--- src/rtl/pixbus_pkg.sv ---
package pixbus_pkg;

  typedef enum logic [1:0] {
    BK_EMPTY = 2'd0,
    BK_PEND  = 2'd1,
    BK_FULL  = 2'd2
  } bank_st_e;

  // byte address of beat k of a row
  function automatic logic [63:0] beat_addr(input logic [63:0] base,
                                            input int unsigned k,
                                            input int unsigned bytes);
    return base + 64'(k) * 64'(bytes);
  endfunction

  // lane enables for a bank holding cnt pixels, lane 0 upward
  function automatic logic [63:0] lane_mask(input int unsigned cnt);
    logic [63:0] m;
    for (int i = 0; i < 64; i++) m[i] = (i < int'(cnt));
    return m;
  endfunction

  // wrap an index that is below 2*n into 0..n-1
  function automatic int unsigned rr_wrap(input int unsigned v, input int unsigned n);
    return (v >= n) ? v - n : v;
  endfunction

endpackage

--- src/rtl/pixbus_rr_arb.sv ---
module pixbus_rr_arb #(
  parameter int N = 3,
  localparam int IW = (N > 1) ? $clog2(N) : 1
) (
  input  logic          clk,
  input  logic          rst_n,
  input  logic [N-1:0]  req,
  input  logic          advance,
  output logic [N-1:0]  gnt,
  output logic [IW-1:0] gidx
);
  import pixbus_pkg::*;

  logic [IW-1:0] ptr;

  // scan from the far end so the closest requester after ptr wins
  always_comb begin
    gnt  = '0;
    gidx = '0;
    for (int k = N - 1; k >= 0; k--) begin
      if (req[rr_wrap(32'(ptr) + 32'(k), 32'(N))]) begin
        gnt  = '0;
        gnt[rr_wrap(32'(ptr) + 32'(k), 32'(N))] = 1'b1;
        gidx = IW'(rr_wrap(32'(ptr) + 32'(k), 32'(N)));
      end
    end
  end

  always_ff @(posedge clk) begin
    if (!rst_n) ptr <= '0;
    else if (advance && (|gnt)) ptr <= IW'(rr_wrap(32'(gidx) + 32'd1, 32'(N)));
  end

endmodule

--- src/rtl/pixbus_rd_fifo.sv ---
module pixbus_rd_fifo #(
  parameter int PIX_W     = 8,
  parameter int BANK_PIX  = 8,
  parameter int ROW_TILES = 12,
  parameter int ADDR_W    = 32,
  localparam int BUS_W    = PIX_W * BANK_PIX,
  localparam int IDX_W    = $clog2(BANK_PIX),
  localparam int CNT_W    = $clog2(ROW_TILES + 1),
  localparam int BEAT_B   = BUS_W / 8
) (
  input  logic              clk,
  input  logic              rst_n,
  input  logic              row_start,
  input  logic [ADDR_W-1:0] base_in,
  output logic              req,
  output logic [ADDR_W-1:0] req_addr,
  output logic              req_bank,
  input  logic              grant,
  input  logic              fill_vld,
  input  logic              fill_bank,
  input  logic [BUS_W-1:0]  fill_data,
  output logic [PIX_W-1:0]  pix_data,
  output logic              pix_valid,
  input  logic              pix_ready
);
  import pixbus_pkg::*;

  bank_st_e          st [2];
  logic [BUS_W-1:0]  mem [2];
  logic              fill_ptr, rd_ptr;
  logic [IDX_W-1:0]  idx;
  logic [CNT_W-1:0]  issued;
  logic [ADDR_W-1:0] base;
  logic              pop;

  assign req       = (st[fill_ptr] == BK_EMPTY) && (issued < CNT_W'(ROW_TILES));
  assign req_bank  = fill_ptr;
  assign req_addr  = ADDR_W'(beat_addr(64'(base), 32'(issued), 32'(BEAT_B)));
  assign pix_valid = (st[rd_ptr] == BK_FULL);
  assign pix_data  = mem[rd_ptr][idx*PIX_W +: PIX_W];
  assign pop       = pix_valid && pix_ready;

  always_ff @(posedge clk) begin
    if (!rst_n) begin
      st[0]    <= BK_EMPTY;
      st[1]    <= BK_EMPTY;
      mem[0]   <= '0;
      mem[1]   <= '0;
      fill_ptr <= 1'b0;
      rd_ptr   <= 1'b0;
      idx      <= '0;
      issued   <= CNT_W'(ROW_TILES);
      base     <= '0;
    end else begin
      if (row_start) begin
        issued <= '0;
        base   <= base_in;
      end else if (grant) begin
        issued <= issued + CNT_W'(1);
      end
      if (grant) begin
        st[fill_ptr] <= BK_PEND;
        fill_ptr     <= ~fill_ptr;
      end
      if (fill_vld) begin
        st[fill_bank]  <= BK_FULL;
        mem[fill_bank] <= fill_data;
      end
      if (pop) begin
        if (idx == IDX_W'(BANK_PIX - 1)) begin
          st[rd_ptr] <= BK_EMPTY;
          rd_ptr     <= ~rd_ptr;
          idx        <= '0;
        end else begin
          idx <= idx + IDX_W'(1);
        end
      end
    end
  end

endmodule

--- src/rtl/pixbus_wr_fifo.sv ---
module pixbus_wr_fifo #(
  parameter int PIX_W     = 8,
  parameter int BANK_PIX  = 8,
  parameter int ROW_TILES = 12,
  parameter int ADDR_W    = 32,
  localparam int BUS_W    = PIX_W * BANK_PIX,
  localparam int IDX_W    = $clog2(BANK_PIX),
  localparam int CNT_W    = $clog2(ROW_TILES + 1),
  localparam int BEAT_B   = BUS_W / 8
) (
  input  logic                clk,
  input  logic                rst_n,
  input  logic                row_start,
  input  logic [ADDR_W-1:0]   base_in,
  input  logic [PIX_W-1:0]    pix_data,
  input  logic                pix_valid,
  input  logic                pix_last,
  output logic                pix_ready,
  output logic                req,
  output logic [ADDR_W-1:0]   req_addr,
  output logic                req_bank,
  input  logic                grant,
  input  logic                drain_vld,
  input  logic                drain_bank,
  output logic [BUS_W-1:0]    out_data,
  output logic [BANK_PIX-1:0] out_strb
);
  import pixbus_pkg::*;

  bank_st_e          st  [2];
  logic [BUS_W-1:0]  mem [2];
  logic [IDX_W:0]    cnt [2];
  logic              wr_ptr, drain_ptr;
  logic [IDX_W-1:0]  widx;
  logic [CNT_W-1:0]  beats;
  logic [ADDR_W-1:0] base;
  logic              push, close;

  assign pix_ready = (st[wr_ptr] == BK_EMPTY);
  assign push      = pix_valid && pix_ready;
  assign close     = push && (pix_last || (widx == IDX_W'(BANK_PIX - 1)));
  assign req       = (st[drain_ptr] == BK_FULL);
  assign req_bank  = drain_ptr;
  assign req_addr  = ADDR_W'(beat_addr(64'(base), 32'(beats), 32'(BEAT_B)));
  assign out_data  = mem[drain_bank];
  assign out_strb  = BANK_PIX'(lane_mask(32'(cnt[drain_bank])));

  always_ff @(posedge clk) begin
    if (!rst_n) begin
      st[0]     <= BK_EMPTY;
      st[1]     <= BK_EMPTY;
      mem[0]    <= '0;
      mem[1]    <= '0;
      cnt[0]    <= '0;
      cnt[1]    <= '0;
      wr_ptr    <= 1'b0;
      drain_ptr <= 1'b0;
      widx      <= '0;
      beats     <= '0;
      base      <= '0;
    end else begin
      if (row_start) begin
        beats <= '0;
        base  <= base_in;
      end else if (grant) begin
        beats <= beats + CNT_W'(1);
      end
      if (push) mem[wr_ptr][widx*PIX_W +: PIX_W] <= pix_data;
      if (close) begin
        st[wr_ptr]  <= BK_FULL;
        cnt[wr_ptr] <= {1'b0, widx} + (IDX_W+1)'(1);
        wr_ptr      <= ~wr_ptr;
        widx        <= '0;
      end else if (push) begin
        widx <= widx + IDX_W'(1);
      end
      if (grant) begin
        st[drain_ptr] <= BK_PEND;
        drain_ptr     <= ~drain_ptr;
      end
      if (drain_vld) st[drain_bank] <= BK_EMPTY;
    end
  end

endmodule

--- src/rtl/pixbus_rr_ctrl.sv ---
module pixbus_rr_ctrl #(
  parameter int NUM_RD    = 2,
  parameter int PIX_W     = 8,
  parameter int BANK_PIX  = 8,
  parameter int ROW_TILES = 12,
  parameter int ADDR_W    = 32,
  parameter int LAT       = 3,
  localparam int BUS_W    = PIX_W * BANK_PIX,
  localparam int NRQ      = NUM_RD + 1,
  localparam int IDW      = $clog2(NRQ)
) (
  input  logic                     clk,
  input  logic                     rst_n,
  input  logic                     row_start,
  input  logic [NUM_RD*ADDR_W-1:0] rd_base,
  input  logic [ADDR_W-1:0]        out_base,
  output logic [NUM_RD*PIX_W-1:0]  rd_data,
  output logic [NUM_RD-1:0]        rd_valid,
  input  logic [NUM_RD-1:0]        rd_ready,
  input  logic [PIX_W-1:0]         wr_data,
  input  logic                     wr_valid,
  input  logic                     wr_last,
  output logic                     wr_ready,
  output logic                     bus_req,
  output logic                     bus_we,
  output logic [ADDR_W-1:0]        bus_addr,
  input  logic                     bus_ack,
  input  logic [BUS_W-1:0]         bus_rdata,
  output logic                     bus_wvalid,
  output logic [BUS_W-1:0]         bus_wdata,
  output logic [BANK_PIX-1:0]      bus_wstrb
);

  // named internal events, also used by the checker
  logic [NRQ-1:0]    arb_req, arb_gnt, fifo_grant;
  logic [IDW-1:0]    gidx;
  logic [ADDR_W-1:0] req_addr [NRQ];
  logic [NRQ-1:0]    req_bank;
  logic              slot_free, accept;
  logic [IDW-1:0]    a_id;
  logic              a_bank;

  logic              t_vld  [LAT];
  logic              t_we   [LAT];
  logic [IDW-1:0]    t_id   [LAT];
  logic              t_bank [LAT];
  logic              dp_vld, dp_we, dp_bank;
  logic [IDW-1:0]    dp_id;

  assign slot_free  = !bus_req || bus_ack;
  assign accept     = bus_req && bus_ack;
  assign fifo_grant = arb_gnt & {NRQ{slot_free}};
  assign dp_vld     = t_vld[LAT-1];
  assign dp_we      = t_we[LAT-1];
  assign dp_id      = t_id[LAT-1];
  assign dp_bank    = t_bank[LAT-1];
  assign bus_wvalid = dp_vld && dp_we;

  pixbus_rr_arb #(.N(NRQ)) u_arb (
    .clk(clk), .rst_n(rst_n), .req(arb_req), .advance(slot_free),
    .gnt(arb_gnt), .gidx(gidx)
  );

  for (genvar i = 0; i < NUM_RD; i++) begin : g_rd
    localparam logic [IDW-1:0] MY_ID = IDW'(i);
    logic fill_hit;
    assign fill_hit = dp_vld && !dp_we && (dp_id == MY_ID);
    pixbus_rd_fifo #(.PIX_W(PIX_W), .BANK_PIX(BANK_PIX), .ROW_TILES(ROW_TILES),
                     .ADDR_W(ADDR_W)) u_rd (
      .clk(clk), .rst_n(rst_n), .row_start(row_start),
      .base_in(rd_base[i*ADDR_W +: ADDR_W]),
      .req(arb_req[i]), .req_addr(req_addr[i]), .req_bank(req_bank[i]),
      .grant(fifo_grant[i]), .fill_vld(fill_hit), .fill_bank(dp_bank),
      .fill_data(bus_rdata),
      .pix_data(rd_data[i*PIX_W +: PIX_W]), .pix_valid(rd_valid[i]),
      .pix_ready(rd_ready[i])
    );
  end

  pixbus_wr_fifo #(.PIX_W(PIX_W), .BANK_PIX(BANK_PIX), .ROW_TILES(ROW_TILES),
                   .ADDR_W(ADDR_W)) u_wr (
    .clk(clk), .rst_n(rst_n), .row_start(row_start), .base_in(out_base),
    .pix_data(wr_data), .pix_valid(wr_valid), .pix_last(wr_last),
    .pix_ready(wr_ready),
    .req(arb_req[NUM_RD]), .req_addr(req_addr[NUM_RD]), .req_bank(req_bank[NUM_RD]),
    .grant(fifo_grant[NUM_RD]), .drain_vld(bus_wvalid), .drain_bank(dp_bank),
    .out_data(bus_wdata), .out_strb(bus_wstrb)
  );

  // address phase register: reloaded whenever the slot frees up
  always_ff @(posedge clk) begin
    if (!rst_n) begin
      bus_req  <= 1'b0;
      bus_we   <= 1'b0;
      bus_addr <= '0;
      a_id     <= '0;
      a_bank   <= 1'b0;
    end else if (slot_free) begin
      bus_req <= |arb_gnt;
      if (|arb_gnt) begin
        bus_addr <= req_addr[gidx];
        bus_we   <= (gidx == IDW'(NUM_RD));
        a_id     <= gidx;
        a_bank   <= req_bank[gidx];
      end
    end
  end

  // tag pipeline: accepted access reaches the data phase LAT cycles later
  always_ff @(posedge clk) begin
    if (!rst_n) begin
      for (int k = 0; k < LAT; k++) begin
        t_vld[k]  <= 1'b0;
        t_we[k]   <= 1'b0;
        t_id[k]   <= '0;
        t_bank[k] <= 1'b0;
      end
    end else begin
      t_vld[0]  <= accept;
      t_we[0]   <= bus_we;
      t_id[0]   <= a_id;
      t_bank[0] <= a_bank;
      for (int k = 1; k < LAT; k++) begin
        t_vld[k]  <= t_vld[k-1];
        t_we[k]   <= t_we[k-1];
        t_id[k]   <= t_id[k-1];
        t_bank[k] <= t_bank[k-1];
      end
    end
  end

endmodule

--- config.mk ---
export PLATFORM = sky130hd
export DESIGN_NAME = pixbus_rr_ctrl
export DESIGN_NICKNAME = d
export VERILOG_FILES = /design/src/rtl/pixbus_pkg.sv /design/src/rtl/pixbus_rr_arb.sv /design/src/rtl/pixbus_rd_fifo.sv /design/src/rtl/pixbus_wr_fifo.sv /design/src/rtl/pixbus_rr_ctrl.sv
export SDC_FILE = /design/constraint.sdc
export NUM_CORES = 1
export LEC_CHECK = 0
export ABC_AREA = 1
export CORE_MARGIN = 10
export CORE_UTILIZATION = 45
export CTS_CLUSTER_DIAMETER = 50
export DETAILED_ROUTE_END_ITERATION = 16
export GPL_TIMING_DRIVEN = 0
export HOLD_SLACK_MARGIN = 0.1
export PLACE_DENSITY = 0.66
export REMOVE_ABC_BUFFERS = 1
export SYNTH_ARGS = -nofsm -noshare
export SYNTH_HDL_FRONTEND = slang
export SYNTH_HIERARCHICAL = 1
export SYNTH_SLANG_ARGS = --single-unit
--- constraint.sdc ---
create_clock -name clk -period 5.03 [get_ports clk]
set_input_delay 0.503 -clock clk [delete_from_list [all_inputs] [get_ports clk]]
set_output_delay 0.503 -clock clk [all_outputs]
set_load 0.01 [all_outputs]
* Word-level counts from Yosys, hierarchy flattened
Memory sizes are Yosys's and may differ from the RTL's. A register that Yosys moved wholly into a read port is not among the register bits.
Index checks and enable logic that the tools add are counted.
** Word-level totals
- Register bits :: 162
- Memory bits (writable) :: 419
- Bits of input ports :: 176
- Word-level logic and storage cells :: 273
- Memories kept :: 11
** Cells by class
- Add/sub/neg operators :: 18
- $lt $le $gt $ge :: 22
- Eq/ne operators :: 8
- Shift-type cells :: 4
- Multiplexer cells :: 125
- Bitwise operators :: 21
- Reductions and logical operators :: 41
** Memory list
- g_rd[0].u_rd.mem :: depth 2, width 64, rd ports 1, clocked after memory_dff 1, wr ports 2, line pixbus_rd_fifo.sv:29 : logic [BUS_W-1:0] mem [2];
- g_rd[1].u_rd.mem :: depth 2, width 64, rd ports 1, clocked after memory_dff 1, wr ports 2, line pixbus_rd_fifo.sv:29
- u_wr.mem :: depth 2, width 64, rd ports 1, clocked after memory_dff 0, wr ports 2, line pixbus_wr_fifo.sv:31 : logic [BUS_W-1:0] mem [2];
- u_wr.cnt :: depth 2, width 4, rd ports 1, clocked after memory_dff 0, wr ports 2, line pixbus_wr_fifo.sv:32 : logic [IDX_W:0] cnt [2];
- t_id :: depth 3, width 2, rd ports 3, clocked after memory_dff 0, wr ports 3, line pixbus_rr_ctrl.sv:45 : logic [IDW-1:0] t_id [LAT];
- g_rd[0].u_rd.st :: depth 2, width 2, rd ports 2, clocked after memory_dff 2, wr ports 3, line pixbus_rd_fifo.sv:28 : bank_st_e st [2];
- +5 memories
** Operator list (count)
- two-way mux 64 bit :: 5
- OR reduction 64 bit :: 3
- two-way mux 32 bit :: 5
- variable part select 64 x 7 -> 8 bit :: 2
- adder 32 x 7 -> 32 bit :: 3
- greater-or-equal comparator 32 x 1 -> 1 bit, second input constant :: 3
- < comparator 32 x 3 -> 1 bit, second input constant :: 3
- two-way mux 1 bit :: 84
- binary-select mux 32 bit (select 2 bit) :: 1
- variable shift 8 x 34 -> 64 bit, first input constant :: 1
- variable part select 8 x 34 -> 64 bit :: 1
- negation 6 -> 34 bit :: 1
- greater-or-equal comparator 32 x 2 -> 1 bit, second input constant :: 1
- subtractor 32 x 2 -> 32 bit, second input constant :: 1
- two-way mux 2 bit :: 13
- two-way mux 4 bit :: 5
- < comparator 3 x 4 -> 1 bit, first input constant :: 4
- OR reduction 2 bit :: 8
- logical AND 1 bit :: 15
- two-way mux 3 bit :: 5
- adder 4 x 1 -> 4 bit, second input constant :: 3
- OR 1 bit :: 12
- adder 3 x 1 -> 3 bit, second input constant :: 3
- equality test 3 bit, second input constant :: 3
- other kinds (27) :: 54

* Logic depth before layout (Yosys ltp)
- Depth in word-level cells :: 16
- Gate-level depth with buffers :: 21

* Modules after synthesis
Netlist, hierarchy kept.
** Modules (own cells, without submodules)
- pixbus_wr_fifo :: instances 1, cells each 1036, area each 8912.3 um^2, sequential area each 5024.8 um^2
- pixbus_rd_fifo at g_rd[0].u_rd :: instances 1, cells each 1059, area each 8679.6 um^2, sequential area each 4784.6 um^2
- pixbus_rd_fifo at g_rd[1].u_rd :: instances 1, cells each 1059, area each 8665.8 um^2, sequential area each 4784.6 um^2
- pixbus_rr_ctrl :: instances 1, cells each 477, area each 2840.2 um^2, sequential area each 1041.0 um^2
- pixbus_rr_arb :: instances 1, cells each 80, area each 444.2 um^2, sequential area each 40.0 um^2

* Least setup slack after synthesis
Ideal clock, no wire load.
- Path type :: input to register
- Start point :: in rst_n
- End point :: mem g_rd[1].u_rd/mem[0][0] in the netlist's numbering, enable pin
- Setup time :: 425 ps
- Data arrival time :: 2231 ps
- Data required time :: 4605 ps
- Path slack :: 2375 ps
- Stages on the path :: 5
- Buffers on the path :: 1
- Cells stage by stage :: buf_2 nand2_1 nor2_1 inv_1 nand2_1
** RTL lines
- start: declaration :: line pixbus_rr_ctrl.sv:13 : input logic rst_n,
- end: declaration :: line pixbus_rd_fifo.sv:29

* Final worst setup path
- Start point :: reg g_rd[0].u_rd.idx[1]
- End point :: out rd_data[1]
** Between the ends
- Longest elaborated chain between the ends :: 1
** Ends and longest elaborated chain
- start: declaration :: line pixbus_rd_fifo.sv:31 : logic [IDX_W-1:0] idx;
- start signal: assignment :: line pixbus_rd_fifo.sv:75 : idx <= idx + IDX_W'(1);
- variable part select 64 x 7 -> 8 bit :: line pixbus_rd_fifo.sv:40 : assign pix_data = mem[rd_ptr][idx*PIX_W +: PIX_W];
- end: declaration :: line pixbus_rr_ctrl.sv:17 : output logic [NUM_RD*PIX_W-1:0] rd_data,
Every way passes these cells.

==> results.yml <==
yosys:
  yosys.area_share.simple: 0.301
  synth_compound_gate_area_share: 0.0589
  synthAdderAreaFrac: 0.0139
  avgSynthCellArea_sq_um: 7.96
  synthesis.area_sq_mm: 0.0295
  synth_xor_area_frac: 0.0139
  synthMuxAreaShare: 0.000339
  yosysSeqAreaShare: 0.531
  synth_top_family_by_area: "simple AND/OR/NAND/NOR gates"
  ys_types: 48
  ys_ff_latch: 587
  netlist_instances: 3711
  synth_warnings: 6
floorplanning:
  ioPinCount: 302
  rows: 93
  dieWidth_um: 276
  dieArea_sq_mm: 0.0763
  core_area_sq_mm: 0.0647
  die_y_um: 276
  initial_core_util: 0.457
routing:
  vias_per_cell: 5.03
  drt_iter0_drc: 2090
  drc: 0
  firstDrtPassIters: 6
  vias: 24300
  drtAntennaViolNets: 0
  post_drt_wl_per_cell_um: 17.0
  wl_um: 81900
clock_tree:
  holdBufCountCts: 0
  clock-sinks: 587
  cts_buffers: 70
  postCtsSetupBuffers: 0
  cts_root_buffer: "clkbuf_16"
  cts_resized: 0
  clkLatencyLatePin_ps: 600
  ctsHtreeMaxLevel: 3
  clk_path_buf_depth: 3
  cts.clk_slew.worst_paths_ps: 60
  cts_tree: "built"
timing:
  fin_crit_sh: 0.969
  period_minus_slack_ps: 4880
  whs_ps: 406
  finalMaxSlewViolations: 0
  clock.fmax_ghz: 0.205
  tightestPinTransition_ps: 1230
  slew_headroom: 0.179
  finalHoldViolCount: 0
  rsz0062_at_grt: "no"
  tns_ps: 0
  setup_viol: 0
  finalClockSkew_ps: 14.5
cells_and_area:
  layout-drive-gt1-share: 0.0551
  area_delta_synth_final_pct: 19.9
  final_common_cell: "nor2_1"
  stdcell_area_sq_mm: 0.0354
  fin_nets: 4132
  diodes: 0
  final_cell_mix: "925 x nor2_1, 874 x nand2_1, 392 x edfxtp_1"
  fill_cells: 6135
  utilization: 0.547
critical_path:
  r2r-end: "bus_addr[12]$_SDFFE_PN0P_"
  worstSetupEndpointType: "output pin"
  cp.required_ps: 4530
  cp-start-kind: "register"
  crit_fanout: 18
  worstPathArrival_ps: 4370
  critical_path_class: "reg2out"
  r2r_start: "g_rd[0].u_rd/st[0][1]$_SDFFE_PP0P_"
  r2r_setup_slack_ps: 1000
  crit_start: "g_rd[0].u_rd/idx[1]$_SDFFE_PN0N_"
  rr_worst_depth: 14
placement:
  dpl.hpwl_um: 55600
  port_buffers: 301
  globalplace.congestion: 0.912
  place_area_sq_mm: 0.0331
min_path:
  hold_path.class: "reg2reg"
  hp-start: "t_bank[0][1]$_SDFF_PN0_"
  hold_depth: 2
  hold_end: "t_bank[0][2]$_SDFF_PN0_"
flow_run:
  maxCapViolCount: 0
status:
  status: "finished, final reports clean"
pwr:
  irDropWorstVdd_mv: 0.383
  p_per_area_mw_per_mm2: 407
  p_leak_uw: 0.0150
global_routing:
  grt_antenna_before_repair: 3
  grt_max_degree: 115
  grt-ovfl-total: 0
  grt_pass1_wl_um: 128000
  grt_pass1_vias: 23100
  grt.total_usage: 0.207
critical path, cell delays in order (launching register included):
cell and delay, ps:
dfxtp_1 1130, clkinv_1 1270, nand3_1 410, nand3_1 240, nand2_1 170, clkdlybuf4s50_1 550
cell families after synthesis:
| family | count (synthesis) |
|---|---|
| and+or+nand+nor | 2160 |
| AOI/OAI and AO/OA | 321 |
| muxes | 1 |
| buffers and inverters | 564 |
| DFF | 587 |
| xor gates and xnor gates | 47 |
| adders and majority gates | 31 |
final cells by class:
cell class                 instances  area [sq um]  area share
timing repair buffer             317          3390      0.0958
multi-input combinational       2560         11500       0.326
sequential                       587         15700       0.443
clock buffer                      87          1930      0.0545
inverter                         389          1460      0.0413
clock inverter                    32           339     0.00958
tap                              855          1070      0.0302
metal layers:
metal | track usage | part of all wire
met4 | 0.0661 | 0.024
met2 | 0.339 | 0.47
met3 | 0.0427 | 0.071
met5 | 0 | 0.00029
met1 | 0.270 | 0.44
registers in the layout (all words and copies together) (netlist names), 4 cells and up, named ones only:
signal            cells
bus_addr             32
g_rd.u_rd/base       64
g_rd.u_rd/idx         6
g_rd.u_rd/issued      8
g_rd.u_rd/mem       256
g_rd.u_rd/st          8
t_id                  6
u_wr/base            32
u_wr/beats            4
u_wr/cnt              8
u_wr/mem            128
u_wr/st               4
synthesized netlist by cell type, drive strengths merged:
master / number / area [sq um]
nand3: 232 / 1220
dfxtp: 195 / 3900
mux2i: 1 / 10.0
o21ai: 218 / 1090
edfxtp: 392 / 11800
nand4: 12 / 75.1
o211ai: 39 / 293
nand2: 913 / 3540
buf: 112 / 686
a211oi: 1 / 7.51
o31ai: 1 / 12.5
nor3: 24 / 159
and3: 1 / 6.26
clkinv: 7 / 26.3
fa: 3 / 60.1
a2bb2oi: 2 / 17.5
clkbuf: 63 / 246
or2: 5 / 31.3
inv: 382 / 1440
and2: 2 / 12.5
nor2: 945 / 3660
nand3b: 24 / 180
nor3b: 2 / 15.0
xor2: 38 / 333
ha: 28 / 350
o21a: 3 / 22.5
a21oi: 54 / 270
o21bai: 2 / 15.0
xnor2: 9 / 78.8
a21boi: 1 / 7.51
where the power goes:
group / internal, uW / switching [uW] / total (uW)
Sequential: 5500 / 255 / 5760
Clock: 2960 / 2030 / 4980
Combinational: 1260 / 2430 / 3690
worst max path at each step:
stage                                                  to  depth (start not counted)
global placement    g_rd[0].u_rd/mem[1][25]$_SDFFCE_PN0P_                          3
finish                                         rd_data[1]                          5
floorplan            g_rd[0].u_rd/mem[1][0]$_SDFFCE_PN0P_                          2
CTS                                            rd_data[1]                          5
detailed placement                             rd_data[1]                          5
global route                                   rd_data[1]                          5
stage by stage:
stage,power (uW),instances,setup slack (ps)
2_1_floorplan,8010,3536,-269
6_report,14400,4827,154
3_3_place_gp,9490,4692,-9450
5_1_grt,15200,4827,109
4_1_cts,14500,4826,379
3_5_place_dp,9520,4707,1040
No activity file was read; power rests on OpenSTA's default activity.
